===== src/rtl/los_pkg.sv =====
// Package: shared definitions for the loss-of-signal monitor.
// Assumes: nothing beyond IEEE 1800-2017 synthesizable subset.
package los_pkg;

    // Validation length choice carried on the select input.
    typedef enum logic {
        VAL_SHORT = 1'b0,
        VAL_LONG  = 1'b1
    } val_len_e;

    // Saturating increment used by the run counter.
    function automatic int unsigned sat_inc(input int unsigned v, input int unsigned max);
        return (v >= max) ? max : v + 1;
    endfunction

endpackage


===== src/rtl/los_run_detect.sv =====
// Module: los_run_detect
// Counts consecutive equal samples of the monitored level, one per strobe,
// and flags a loss event on the strobe that makes the run reach RUN_LEN.
// Assumes: smp_en is one cycle wide; lvl is already synchronised.
module los_run_detect #(
    parameter int RUN_LEN = 4
) (
    input  logic clk,
    input  logic rst_n,
    input  logic smp_en,
    input  logic lvl,
    output logic loss_evt
);
    import los_pkg::*;

    localparam int RUN_W = $clog2(RUN_LEN + 1);
    localparam logic [RUN_W-1:0] RUN_MAX = RUN_W'(RUN_LEN);
    localparam logic [RUN_W-1:0] RUN_ONE = RUN_W'(1);

    logic             prev_q;
    logic             hist_q;
    logic [RUN_W-1:0] run_q;
    logic [RUN_W-1:0] run_nx;
    logic             same;

    // Next run length: restart at one on a change, saturate when equal.
    always_comb begin
        same   = hist_q && (lvl == prev_q);
        run_nx = same ? RUN_W'(sat_inc(int'(run_q), RUN_LEN)) : RUN_ONE;
        loss_evt = smp_en && (run_nx == RUN_MAX);
    end

    // Sample history and run length, advanced only on a strobe.
    always_ff @(posedge clk) begin
        if (!rst_n) begin
            prev_q <= 1'b0;
            hist_q <= 1'b0;
            run_q  <= '0;
        end else if (smp_en) begin
            prev_q <= lvl;
            hist_q <= 1'b1;
            run_q  <= run_nx;
        end
    end

    // A differing sample restarts the run at one.
    p_run_restart_r3: assert property (@(posedge clk) disable iff (!rst_n)
        (smp_en && hist_q && (lvl != prev_q)) |=> (run_q == RUN_ONE));

    // The run never goes beyond its saturation point.
    p_run_sat_r4: assert property (@(posedge clk) disable iff (!rst_n)
        (run_q == RUN_MAX && smp_en && lvl == prev_q) |=> (run_q == RUN_MAX));

    // Without a strobe the history is frozen.
    p_hold_r5: assert property (@(posedge clk) disable iff (!rst_n)
        !smp_en |=> ($stable(run_q) && $stable(prev_q)));

endmodule


===== src/rtl/los_valid_timer.sv =====
// Module: los_valid_timer
// Counts clean strobes while the flag is set. It reports done on the strobe
// whose incremented count reaches the selected length, and it restarts from
// zero on a loss event.
// Assumes: SHORT_VALID and LONG_VALID are at least 1.
module los_valid_timer #(
    parameter int SHORT_VALID = 24,
    parameter int LONG_VALID  = 96
) (
    input  logic clk,
    input  logic rst_n,
    input  logic smp_en,
    input  logic flag,
    input  logic loss_evt,
    input  logic val_long,
    output logic done
);
    import los_pkg::*;

    localparam int MAXV  = (LONG_VALID > SHORT_VALID) ? LONG_VALID : SHORT_VALID;
    localparam int CNT_W = $clog2(MAXV + 1);
    localparam logic [CNT_W-1:0] LIM_S = CNT_W'(SHORT_VALID);
    localparam logic [CNT_W-1:0] LIM_L = CNT_W'(LONG_VALID);

    logic [CNT_W-1:0] cnt_q;
    logic [CNT_W-1:0] cnt_inc;
    logic [CNT_W-1:0] limit;

    // Select the limit and decide whether this strobe finishes validation.
    always_comb begin
        limit   = (val_len_e'(val_long) == VAL_LONG) ? LIM_L : LIM_S;
        cnt_inc = cnt_q + CNT_W'(1);
        done    = smp_en && flag && !loss_evt && (cnt_inc >= limit);
    end

    // Validation count: restart on loss, clear on done, advance on clean strobes.
    always_ff @(posedge clk) begin
        if (!rst_n) begin
            cnt_q <= '0;
        end else if (smp_en) begin
            if (!flag || loss_evt || done) cnt_q <= '0;
            else                           cnt_q <= cnt_inc;
        end
    end

    // A loss event during validation restarts the count.
    p_restart_r8: assert property (@(posedge clk) disable iff (!rst_n)
        (smp_en && flag && loss_evt) |=> (cnt_q == '0));

    // The count stays below the longest window.
    p_cnt_bound_r7: assert property (@(posedge clk) disable iff (!rst_n)
        flag |-> (cnt_q < CNT_W'(MAXV)));

    // With the flag clear the count rests at zero.
    p_idle_r10: assert property (@(posedge clk) disable iff (!rst_n)
        (!flag && smp_en) |=> (cnt_q == '0));

endmodule


===== src/rtl/los_flag_ctl.sv =====
// Module: los_flag_ctl
// Holds the loss-of-signal flag: it sets on a loss event and clears when
// validation is done. It is set out of reset.
// Assumes: loss_evt and done are never both 1.
module los_flag_ctl (
    input  logic clk,
    input  logic rst_n,
    input  logic loss_evt,
    input  logic done,
    output logic flag_q
);
    // Flag register: set on loss, cleared only by a finished validation.
    always_ff @(posedge clk) begin
        if (!rst_n)        flag_q <= 1'b1;
        else if (loss_evt) flag_q <= 1'b1;
        else if (done)     flag_q <= 1'b0;
    end

    // A loss event always leaves the flag set.
    p_set_r2: assert property (@(posedge clk) disable iff (!rst_n)
        loss_evt |=> flag_q);

    // Set and clear requests never coincide.
    p_excl_r8: assert property (@(posedge clk) disable iff (!rst_n)
        !(loss_evt && done));

endmodule


===== src/rtl/los_validate_monitor.sv =====
// Module: los_validate_monitor (top)
// Loss-of-signal monitor for one clock input: a run detector, a restartable
// validation timer and the flag register.
// Assumes: smp_en is a one-cycle strobe; clk_level is synchronised to clk.
module los_validate_monitor #(
    parameter int RUN_LEN     = 4,
    parameter int SHORT_VALID = 24,
    parameter int LONG_VALID  = 96
) (
    input  logic clk,
    input  logic rst_n,
    input  logic smp_en,
    input  logic clk_level,
    input  logic val_long,
    output logic los_flag
);
    logic loss_evt;
    logic done;
    logic flag_q;

    // Run detector: finds RUN_LEN equal samples.
    los_run_detect #(.RUN_LEN(RUN_LEN)) u_run (
        .clk      (clk),
        .rst_n    (rst_n),
        .smp_en   (smp_en),
        .lvl      (clk_level),
        .loss_evt (loss_evt)
    );

    // Validation timer: counts clean strobes against the selected window.
    los_valid_timer #(.SHORT_VALID(SHORT_VALID), .LONG_VALID(LONG_VALID)) u_tmr (
        .clk      (clk),
        .rst_n    (rst_n),
        .smp_en   (smp_en),
        .flag     (flag_q),
        .loss_evt (loss_evt),
        .val_long (val_long),
        .done     (done)
    );

    // Flag register.
    los_flag_ctl u_flag (
        .clk      (clk),
        .rst_n    (rst_n),
        .loss_evt (loss_evt),
        .done     (done),
        .flag_q   (flag_q)
    );

    assign los_flag = flag_q;

    // Without a strobe the flag never moves.
    p_quiet_r5: assert property (@(posedge clk) disable iff (!rst_n)
        !smp_en |=> $stable(los_flag));

    // The flag only falls on a strobe edge.
    p_clear_on_strobe_r6: assert property (@(posedge clk) disable iff (!rst_n)
        $fell(los_flag) |-> $past(smp_en));

endmodule


===== config.mk =====
export PLATFORM = sky130hd
export DESIGN_NAME = los_validate_monitor
export DESIGN_NICKNAME = d
export VERILOG_FILES = /design/src/rtl/los_pkg.sv /design/src/rtl/los_run_detect.sv /design/src/rtl/los_valid_timer.sv /design/src/rtl/los_flag_ctl.sv /design/src/rtl/los_validate_monitor.sv
export SDC_FILE = /design/constraint.sdc
export NUM_CORES = 1
export LEC_CHECK = 0
export BUFFER_PORTS_ARGS = -buffer_cell sky130_fd_sc_hd__buf_2
export CORE_AREA = 3 3 58 44
export DETAILED_ROUTE_END_ITERATION = 8
export DIE_AREA = 0 0 61 47
export PLACE_DENSITY = 0.63
export SKIP_LAST_GASP = 1
export SYNTH_ARGS = -nofsm -noshare
export SYNTH_HDL_FRONTEND = slang
export SYNTH_SLANG_ARGS = --single-unit

===== constraint.sdc =====
create_clock -name clk -period 3.3 [get_ports clk]
set_clock_uncertainty 0.15 [all_clocks]
set_input_delay 0.66 -clock clk [delete_from_list [all_inputs] [get_ports clk]]
set_output_delay 0.66 -clock clk [all_outputs]
set_load 0.005 [all_outputs]

======== Word level (Yosys, flattened, before mapping) ========
Cells that the tools add are included.
storage, ports and cells
  latch bits .............................. 0
  logic and storage cells ................. 26
  ROM bits ................................ 0
  bits in writable memories ............... 0
  input port bits ......................... 5
  register bits after elaboration ......... 13
  memories kept ........................... 0
  output and inout port bits .............. 1
operators by class
  muxes and demuxes ....................... 4
  $mul .................................... 0
  equality and inequality tests ........... 2
  reduce and logical (&&, ||, !) cells .... 10
  bitwise operators ....................... 1
  shift operators ......................... 0
  $lt $le $gt $ge ......................... 2
  add/subtract/negate cells ............... 2
  div/mod/pow operators ................... 0
operator list
  operator                                      number
  two-way mux 7 bit                             2
  adder 7 x 1 -> 7 bit (second input constant)  1
  >= comparator 7 bit                           1
  two-way mux 3 bit                             2
  logical AND 1 bit                             5
  adder 3 x 1 -> 3 bit (second input constant)  1
  equality test 3 bit (second input constant)   1
  >= comparator 3 bit (second input constant)   1
  logical NOT 1 bit                             2
  logical OR 1 bit                              2
  OR reduction 2 bit                            1
  equality test 1 bit                           1
  inverter 1 bit                                1

======== Depth between registers and ports, before layout ========
Gate-level depths: netlist of run 1.
  depth in word-level cells ............... 10
  mapped depth ............................ 10

======== By module ========
Synthesis of run 1 repeated with hierarchy kept, for this count alone.
unflattened totals
  cell total of the unflattened synthesis .. 82
  area total of the unflattened synthesis .. 777.0 µm²
by module, submodules not included
  module           area an instance (µm²)  cells an instance  times used  seq. area each (µm²)
  los_valid_timer  490.5                   52                 1           140.1
  los_run_detect   252.7                   27                 1           100.1
  los_flag_ctl     33.8                    3                  1           20.0

======== Worst setup path after synthesis of run 1 ========
No wires, ideal clock.
  kind .................................... flip-flop to flip-flop
  from .................................... register u_tmr.cnt_q[0]
  to ...................................... register u_tmr.cnt_q[2]
  clock period less this slack ............ 2.162 ns
  slack ................................... 1.138 ns
  buffers on the path ..................... 0
  library setup time ...................... 0.058 ns
  arrival time ............................ 1.954 ns
  cell stages (with the launch flop) ...... 10
  path through ............................ dfxtp_1 -> ha_1 -> nand3_1 -> xnor2_1 -> ha_1 -> and3_1 -> a221oi_2 -> o211ai_2 -> a21oi_1 -> o21a_1
on the way
  longest elaborated chain between the ends .. 5
ends and longest elaborated chain
  element                   RTL line               text
  start, declared           los_valid_timer.sv:25  logic [CNT_W-1:0] cnt_q;
  start signal, assigned    los_valid_timer.sv:42  else cnt_q <= cnt_inc;
  adder 7 x 1 -> 7 bit (*)  los_valid_timer.sv:32  cnt_inc = cnt_q + CNT_W'(1);
  >= comparator 7 bit       los_valid_timer.sv:33  done = smp_en && flag && !loss_evt && (cnt_inc >= limit);
  logical AND 1 bit         los_valid_timer.sv:33
  logical OR 1 bit          los_valid_timer.sv:41  if (!flag || loss_evt || done) cnt_q <= '0;
  two-way mux 7 bit (*)     los_valid_timer.sv:41
Mark *: on every way between the ends. The rest lies on a longest branch, timed or not.
A chain may end at the register's enable or synchronous reset.

======== Worst setup path in the final report of run 1 ========
Ends and elaborated chain as after synthesis.

==> flow_summary_export.csv, run 1 <==
group,metric,value,unit
layout,diodes,0,
critical_path,cp_cell_sequence,"ha_1 -> nand3_1 -> xnor2_1 -> ha_1 -> and3_1 -> a221oi_2 -> o211ai_2 -> a21oi_1 -> o21a_1",
timing,final.setup.tns,0,ns
global_route,grt_pass1_wl,2320,µm
placed_design,post-dp-hpwl,991,µm
route,vias,617,
layout,syn2layout_area_growth,7.63,%
timing,fmaxAchievable,414,MHz
global_route,grt_max_degree,27,
pwr,ir_worst_vdd,0.193,mV
floorplan,die_x,61,µm
logic_synthesis,yosys.area.top_type,"dfxtp_1",
worst_hold_path,worstHoldStart,"u_run.hist_q",
clocking,clk_latency,0.27,ns
logic_synthesis,synth_most_common_cell,"dfxtp_1",
clocking,cts_made_buffers,3,
status,run_status,"finished, final reports clean",
clocking,cts.path.max_buffers,2,
critical_path,crit_required,3.37,ns
critical_path,critPathLaunch,"u_tmr.cnt_q[0]",
logic_synthesis,synth_cell_types,28,
critical_path,r2r_end,"u_tmr.cnt_q[2]",
global_route,antenna_found_initial,0,
logic_synthesis,synth_top_family_by_area,"simple AND/OR/NAND/NOR gates",
floorplan,start_util,0.385,
logic_synthesis,synth_edf_count,0,
timing,rsz0062_at_grt,"no",
critical_path,critPathBufInv,0,
critical_path,max_stage_delay,0.39,ns
critical_path,path_common_cell,"ha_1",
logic_synthesis,synth_cells,91,
pwr,leakage,0.353,nW
logic_synthesis,async_flop_share,0,
timing,min_period,2.41,ns
floorplan,ios,6,
timing,worstMarginPinSlew,0.407,ns
timing,hold-worst-slack,0.337,ns
floorplan,row_count,14,
timing,relSlewSlack,0.729,
layout,drive_gt1_frac,0.116,
clocking,htreeDepth,1,
critical_path,r2r_start,"u_tmr.cnt_q[0]",
clocking,cts_hold_buf,0,
logic_synthesis,synth_area_leaders,"dfxtp_1 (32%), ha_1 (12%), nand3b_1 (7.5%), xnor2_1 (5.5%), nand3_1 (5.0%)",
route,ant_nets,0,
logic_synthesis,synth_area,803,µm²
clocking,root_buffer,"clkbuf_4",
layout,final_util,0.415,
logic_synthesis,synth_compound_area_frac,0.176,
logic_synthesis,seq_area_frac_synth,0.324,
critical_path,reg2reg_depth,9,
logic_synthesis,ys_top_cells_by_count,"dfxtp_1 (13), ha_1 (8), nand3_1 (8), nand3b_1 (8), o21ai_0 (6)",
layout,design_area,865,µm²
placed_design,dpl_cell_area,838,µm²
global_route,grt_pass1_vias,537,
clocking,cts_setup_buffers,0,
critical_path,critPathKind,"flip-flop to flip-flop",
critical_path,endpoint_kind,"flip-flop",
logic_synthesis,synth_flop_cell,"dfxtp_1",
timing,setup_ws,0.885,ns
placed_design,post-place-cells,115,
critical_path,crit_arrival,2.49,ns
flow_run,drv_cap,0,
logic_synthesis,synthSimpleGateAreaFrac,0.254,
logic_synthesis,yosys-mux-area-fraction,0.0125,
critical_path,critPathCapture,"u_tmr.cnt_q[2]",
route,drc,0,
route,wire_per_inst,11.4,µm
timing,timing.final.crit_share,0.732,
critical_path,cp-start-kind,"flip-flop",
floorplan,die_area,2870,µm²
pwr,powerDensity,342,nW/µm²
clocking,clk_pin_slew_worst_paths,0.07,ns
layout,final-instance-count-excl-fill,119,
logic_synthesis,synth-seq-cells,13,
layout,num-nets-final,109,
critical_path,path_depth,9,
logic_synthesis,synth-xor-area-share,0.0654,
critical_path,cp_max_fo,7,
placed_design,post-place-ws,0.886,ns
clocking,post_cts_resized,0,
route,wl,1360,µm
clocking,tritoncts,"built",
timing,drv_slew,0,
critical_path,crit_family,"compound AO/OA/AOI/OAI gates",
logic_synthesis,synth.net_count,104,
route,drt_first_iter_violations,12,
route,drt-pass1-iter-count,4,
logic_synthesis,syn_area_per_cell,8.83,µm²
worst_hold_path,hp-class,"flip-flop to flip-flop",
global_route,overflow,0,
logic_synthesis,synth_adder_area_share,0.125,
route,drt-vias-per-instance,5.18,
placed_design,port_buffers,5,
critical_path,rrSetupSlack,0.89,ns
placed_design,globalplace.congestion,0.785,
pwr,total_power,0.296,mW
global_route,grt_usage,0.113,
floorplan,core_area,2080,µm²
logic_synthesis,yosysTopAreaCellShare,0.324,
timing,finalHoldViolCount,0,
logic_synthesis,yosys_warnings,0,
critical_path,slowest_stage,"dfxtp_1",
clocking,clock-sinks,13,
floorplan,die_height,47,µm
timing,setup_violations,0,
## worst register-to-register path, cell delays in order, from the launching register on
cell and delay (ns):
dfxtp_1 0.39, ha_1 0.24, nand3_1 0.17, xnor2_1 0.17, ha_1 0.30, and3_1 0.16
a221oi_2 0.29, o211ai_2 0.19, a21oi_1 0.18, o21a_1 0.12
## cell families (layout without fill, tap and decap cells)
| family | after synthesis | count (layout) |
|---|---|---|
| AND/OR/NAND/NOR | 34 | 34 |
| multiplexers | 1 | 1 |
| AO/OA/AOI/OAI | 20 | 20 |
| XOR/XNOR | 6 | 6 |
| adder cells (fa/ha/maj) | 8 | 8 |
| flip-flops | 13 | 13 |
| buffers and inverters | 9 | 13 |
## flip-flops by register name (all words and copies together), names as in the netlist
signal         count
u_run.run_q        3
u_run.prev_q       1
u_tmr.cnt_q        7
u_flag.flag_q      1
u_run.hist_q       1
## layer usage
metal	vias to the layer above	global-route usage	part of all wire
met2	9	0.177	0.45
met4	0	0.0260	0.0074
li1	329	-	-
met5	-	0	0
met3	2	0.0495	0.042
met1	277	0.144	0.50
## report_power, final
part	switching [mW]	leakage (nW)	internal [mW]
logic	0.0178	0.232	0.0141
registers	0.00496	0.106	0.162
clock network	0.0497	0.0150	0.0469
total	0.0724	0.353	0.223
## cell type report
cell class                 count  area (µm²)
inverter                       4        15.0
fill                         216        1220
timing repair buffer           5        25.0
clock buffer                   4        26.3
multi-input combinational     69         508
sequential                    13         260
tap                           24        30.0
## cell usage in the layout, fill, tap and decap left out, drive strengths merged
| master | count |
|---|---|
| a21o | 1 |
| a21oi | 4 |
| a221oi | 1 |
| and2 | 1 |
| and3 | 3 |
| and3b | 1 |
| buf | 5 |
| clkbuf | 4 |
| dfxtp | 13 |
| ha | 8 |
| inv | 4 |
| mux2i | 1 |
| nand2 | 5 |
| nand2b | 1 |
| nand3 | 8 |
| nand3b | 8 |
| nor2 | 1 |
| nor2b | 4 |
| o2111ai | 1 |
| o211ai | 1 |
| o21a | 4 |
| o21ai | 6 |
| o221a | 1 |
| o22ai | 1 |
| or2b | 1 |
| or3b | 1 |
| xnor2 | 5 |
| xor2 | 1 |
## worst min-delay path by stage
stage              endpoint  cells past startpoint
2_1_floorplan  u_run.hist_q                      1
3_3_place_gp   u_run.hist_q                      1
3_5_place_dp   u_run.hist_q                      1
4_1_cts        u_run.hist_q                      1
5_1_grt        u_run.hist_q                      1
6_report       u_run.hist_q                      1
No activity file was read; power rests on OpenSTA's default activity.
==> run 2: changes to the inputs <==
==> constraint.sdc (replaced) <==
create_clock -name clk -period 2.3 [get_ports clk]
set_clock_uncertainty 0.15 [all_clocks]
set_input_delay 0.46 -clock clk [delete_from_list [all_inputs] [get_ports clk]]
set_output_delay 0.46 -clock clk [all_outputs]
set_load 0.005 [all_outputs]
==> run 2 against run 1 <==
Against the previous run:
- maximum frequency is 9.9% higher
- sequential cell count stayed put
- sequential power is 44% higher
- design area is 15% higher
- register-to-register slack worse by 0.78 ns
- combinational power is 85% higher
- count of clock-buffer cells in the layout is 1 lower
- first-iteration DRC count is 50% lower
- highest routed layer unchanged
- largest cell class unchanged
==> flow_summary_export.csv, run 2 (synthesis gave the netlist of run 1 again) <==
group,metric,value,unit
clocking,root_buffer,"clkbuf_4",
pwr,leakage,0.392,nW
layout,top_register,"u_tmr.cnt_q",
critical_path,cp_max_fo,7,
pwr,p_int,0.325,mW
layout,drive_gt1_frac,0.300,
clocking,tritoncts,"built",
pwr,powerDensity,446,nW/µm²
global_route,grt_pass1_vias,587,
route,drt-vias-per-instance,5.31,
route,wl,1530,µm
timing,setup_violations,0,
route,drt_first_iter_violations,6,
critical_path,crit_required,2.38,ns
clocking,cts.path.max_buffers,2,
layout,largest_register_ffs,7,
placed_design,port_buffers,5,
critical_path,crit_arrival,2.28,ns
global_route,grt_max_degree,18,
layout,num-nets-final,114,
timing,fmaxAchievable,455,MHz
timing,min_period,2.20,ns
route,drc,0,
pwr,swShare,0.268,
flow_run,drv_cap,0,
route,wire_per_inst,12.3,µm
layout,diodes,0,
timing,finalHoldViolCount,0,
placed_design,post-dp-hpwl,1060,µm
timing,drv_slew,0,
route,drt-pass1-iter-count,4,
floorplan,start_util,0.385,
clocking,cts_hold_buf,0,
placed_design,globalplace.congestion,0.750,
floorplan,die_x,61,µm
critical_path,critPathKind,"flip-flop to flip-flop",
route,ant_nets,0,
clocking,htreeDepth,1,
timing,timing.final.crit_share,0.955,
floorplan,core_area,2080,µm²
layout,regArea,267,µm²
layout,top_regs,"u_tmr.cnt_q x7, u_run.run_q x3",
route,vias,659,
pwr,power_frac_clock,0.325,
global_route,overflow,0,
pwr,ir_worst_vdd,0.297,mV
layout,final_cell_mix,"dfxtp_1 (10), nand3b_1 (8), ha_1 (7), nand3_1 (6), o21ai_0 (6)",
global_route,antenna_found_initial,0,
pwr,combPwrFrac,0.133,
layout,mostFrequentLayoutCell,"dfxtp_1",
clocking,clk_latency,0.28,ns
clocking,cts_made_buffers,3,
worst_hold_path,hp-class,"input pin to flip-flop",
timing,worstMarginPinSlew,0.397,ns
global_route,grt_pass1_wl,2570,µm
global_route,grt_usage,0.122,
critical_path,cp-start-kind,"flip-flop",
floorplan,row_count,14,
layout,multiInputGateArea,594,µm²
layout,final-instance-count-excl-fill,124,
clocking,clk_pin_slew_worst_paths,0.09,ns
layout,fillers,186,
pwr,power.switching,0.119,mW
pwr,total_power,0.445,mW
critical_path,endpoint_kind,"flip-flop",
floorplan,ios,6,
timing,relSlewSlack,0.735,
clocking,clock-sinks,13,
placed_design,post-place-cells,119,
floorplan,die_height,47,µm
floorplan,die_area,2870,µm²
pwr,seq_power_share,0.543,
status,run_status,"finished, final reports clean",
layout,syn2layout_area_growth,24.0,%
run 2: worst paths after layout:
check | depth (start not counted) | endpoint | start | slack [ns]
max | 9 | u_tmr.cnt_q[2] | u_tmr.cnt_q[0] | 0.10
min | 3 | u_run.prev_q | clk_level | 0.31
max reg2reg | 9 | u_tmr.cnt_q[2] | u_tmr.cnt_q[0] | 0.10
min reg2reg | 1 | u_run.hist_q | u_run.hist_q | 0.34
run 2: worst max-delay path, stage by stage (launching register included):
cell and delay, ns:
dfxtp_2 0.36, buf_4 0.13, and3_4 0.21, xnor2_2 0.11, ha_1 0.24, and3_1 0.20
a221oi_4 0.31, o211ai_4 0.16, a21oi_2 0.15, o21a_1 0.11
run 2: stage by stage:
| stage | util | setup WS (ns) | instance area, µm² | hold WS (ns) | TNS (ns) |
|---|---|---|---|---|---|
| floorplan | - | 0.138 | 803 | 0.300 | 0 |
| global placement | 0.417 | 0.0311 | 868 | 0.315 | 0 |
| detailed placement | 0.417 | -0.0180 | 868 | 0.330 | -0.0307 |
| CTS | 0.433 | 0.00735 | 902 | 0.308 | 0 |
| global route | 0.478 | -0.0225 | 996 | 0.309 | -0.0548 |
| finish | 0.478 | 0.103 | 996 | 0.311 | 0 |
run 2: power by group through the flow:
stage,combinational (mW),sequential [mW],clock (mW)
after floorplan,0.0368,0.244,0
after global placement,0.0501,0.244,0
after detailed placement,0.0516,0.244,0
after CTS,0.0519,0.239,0.151
after global routing,0.0660,0.243,0.160
final,0.0590,0.241,0.144
run 2: repair_timing:
| action | CTS | global route |
|---|---|---|
| buffers inserted | 0 | 1 |
| pin swaps | 2 | 4 |
| resized for setup | 2 | 17 |
| endpoints found under the setup margin | 3 | 7 |
run 2: area by class of cell:
type / instances / share of cell area
clock buffers: 3 / 0.0226
repair buffers: 10 / 0.0628
flip-flops and latches: 13 / 0.268
clock inverters: 1 / 0.00503
inverters: 4 / 0.0151
well taps: 24 / 0.0302
multi-input cells: 69 / 0.597
run 2: routing by layer:
layer	GRT usage	routed length, µm	vias to the layer above
li1	-	-	338
met1	0.157	767	311
met2	0.190	698	8
met3	0.0495	49	2
met4	0.0390	13	0
met5	0	0	-
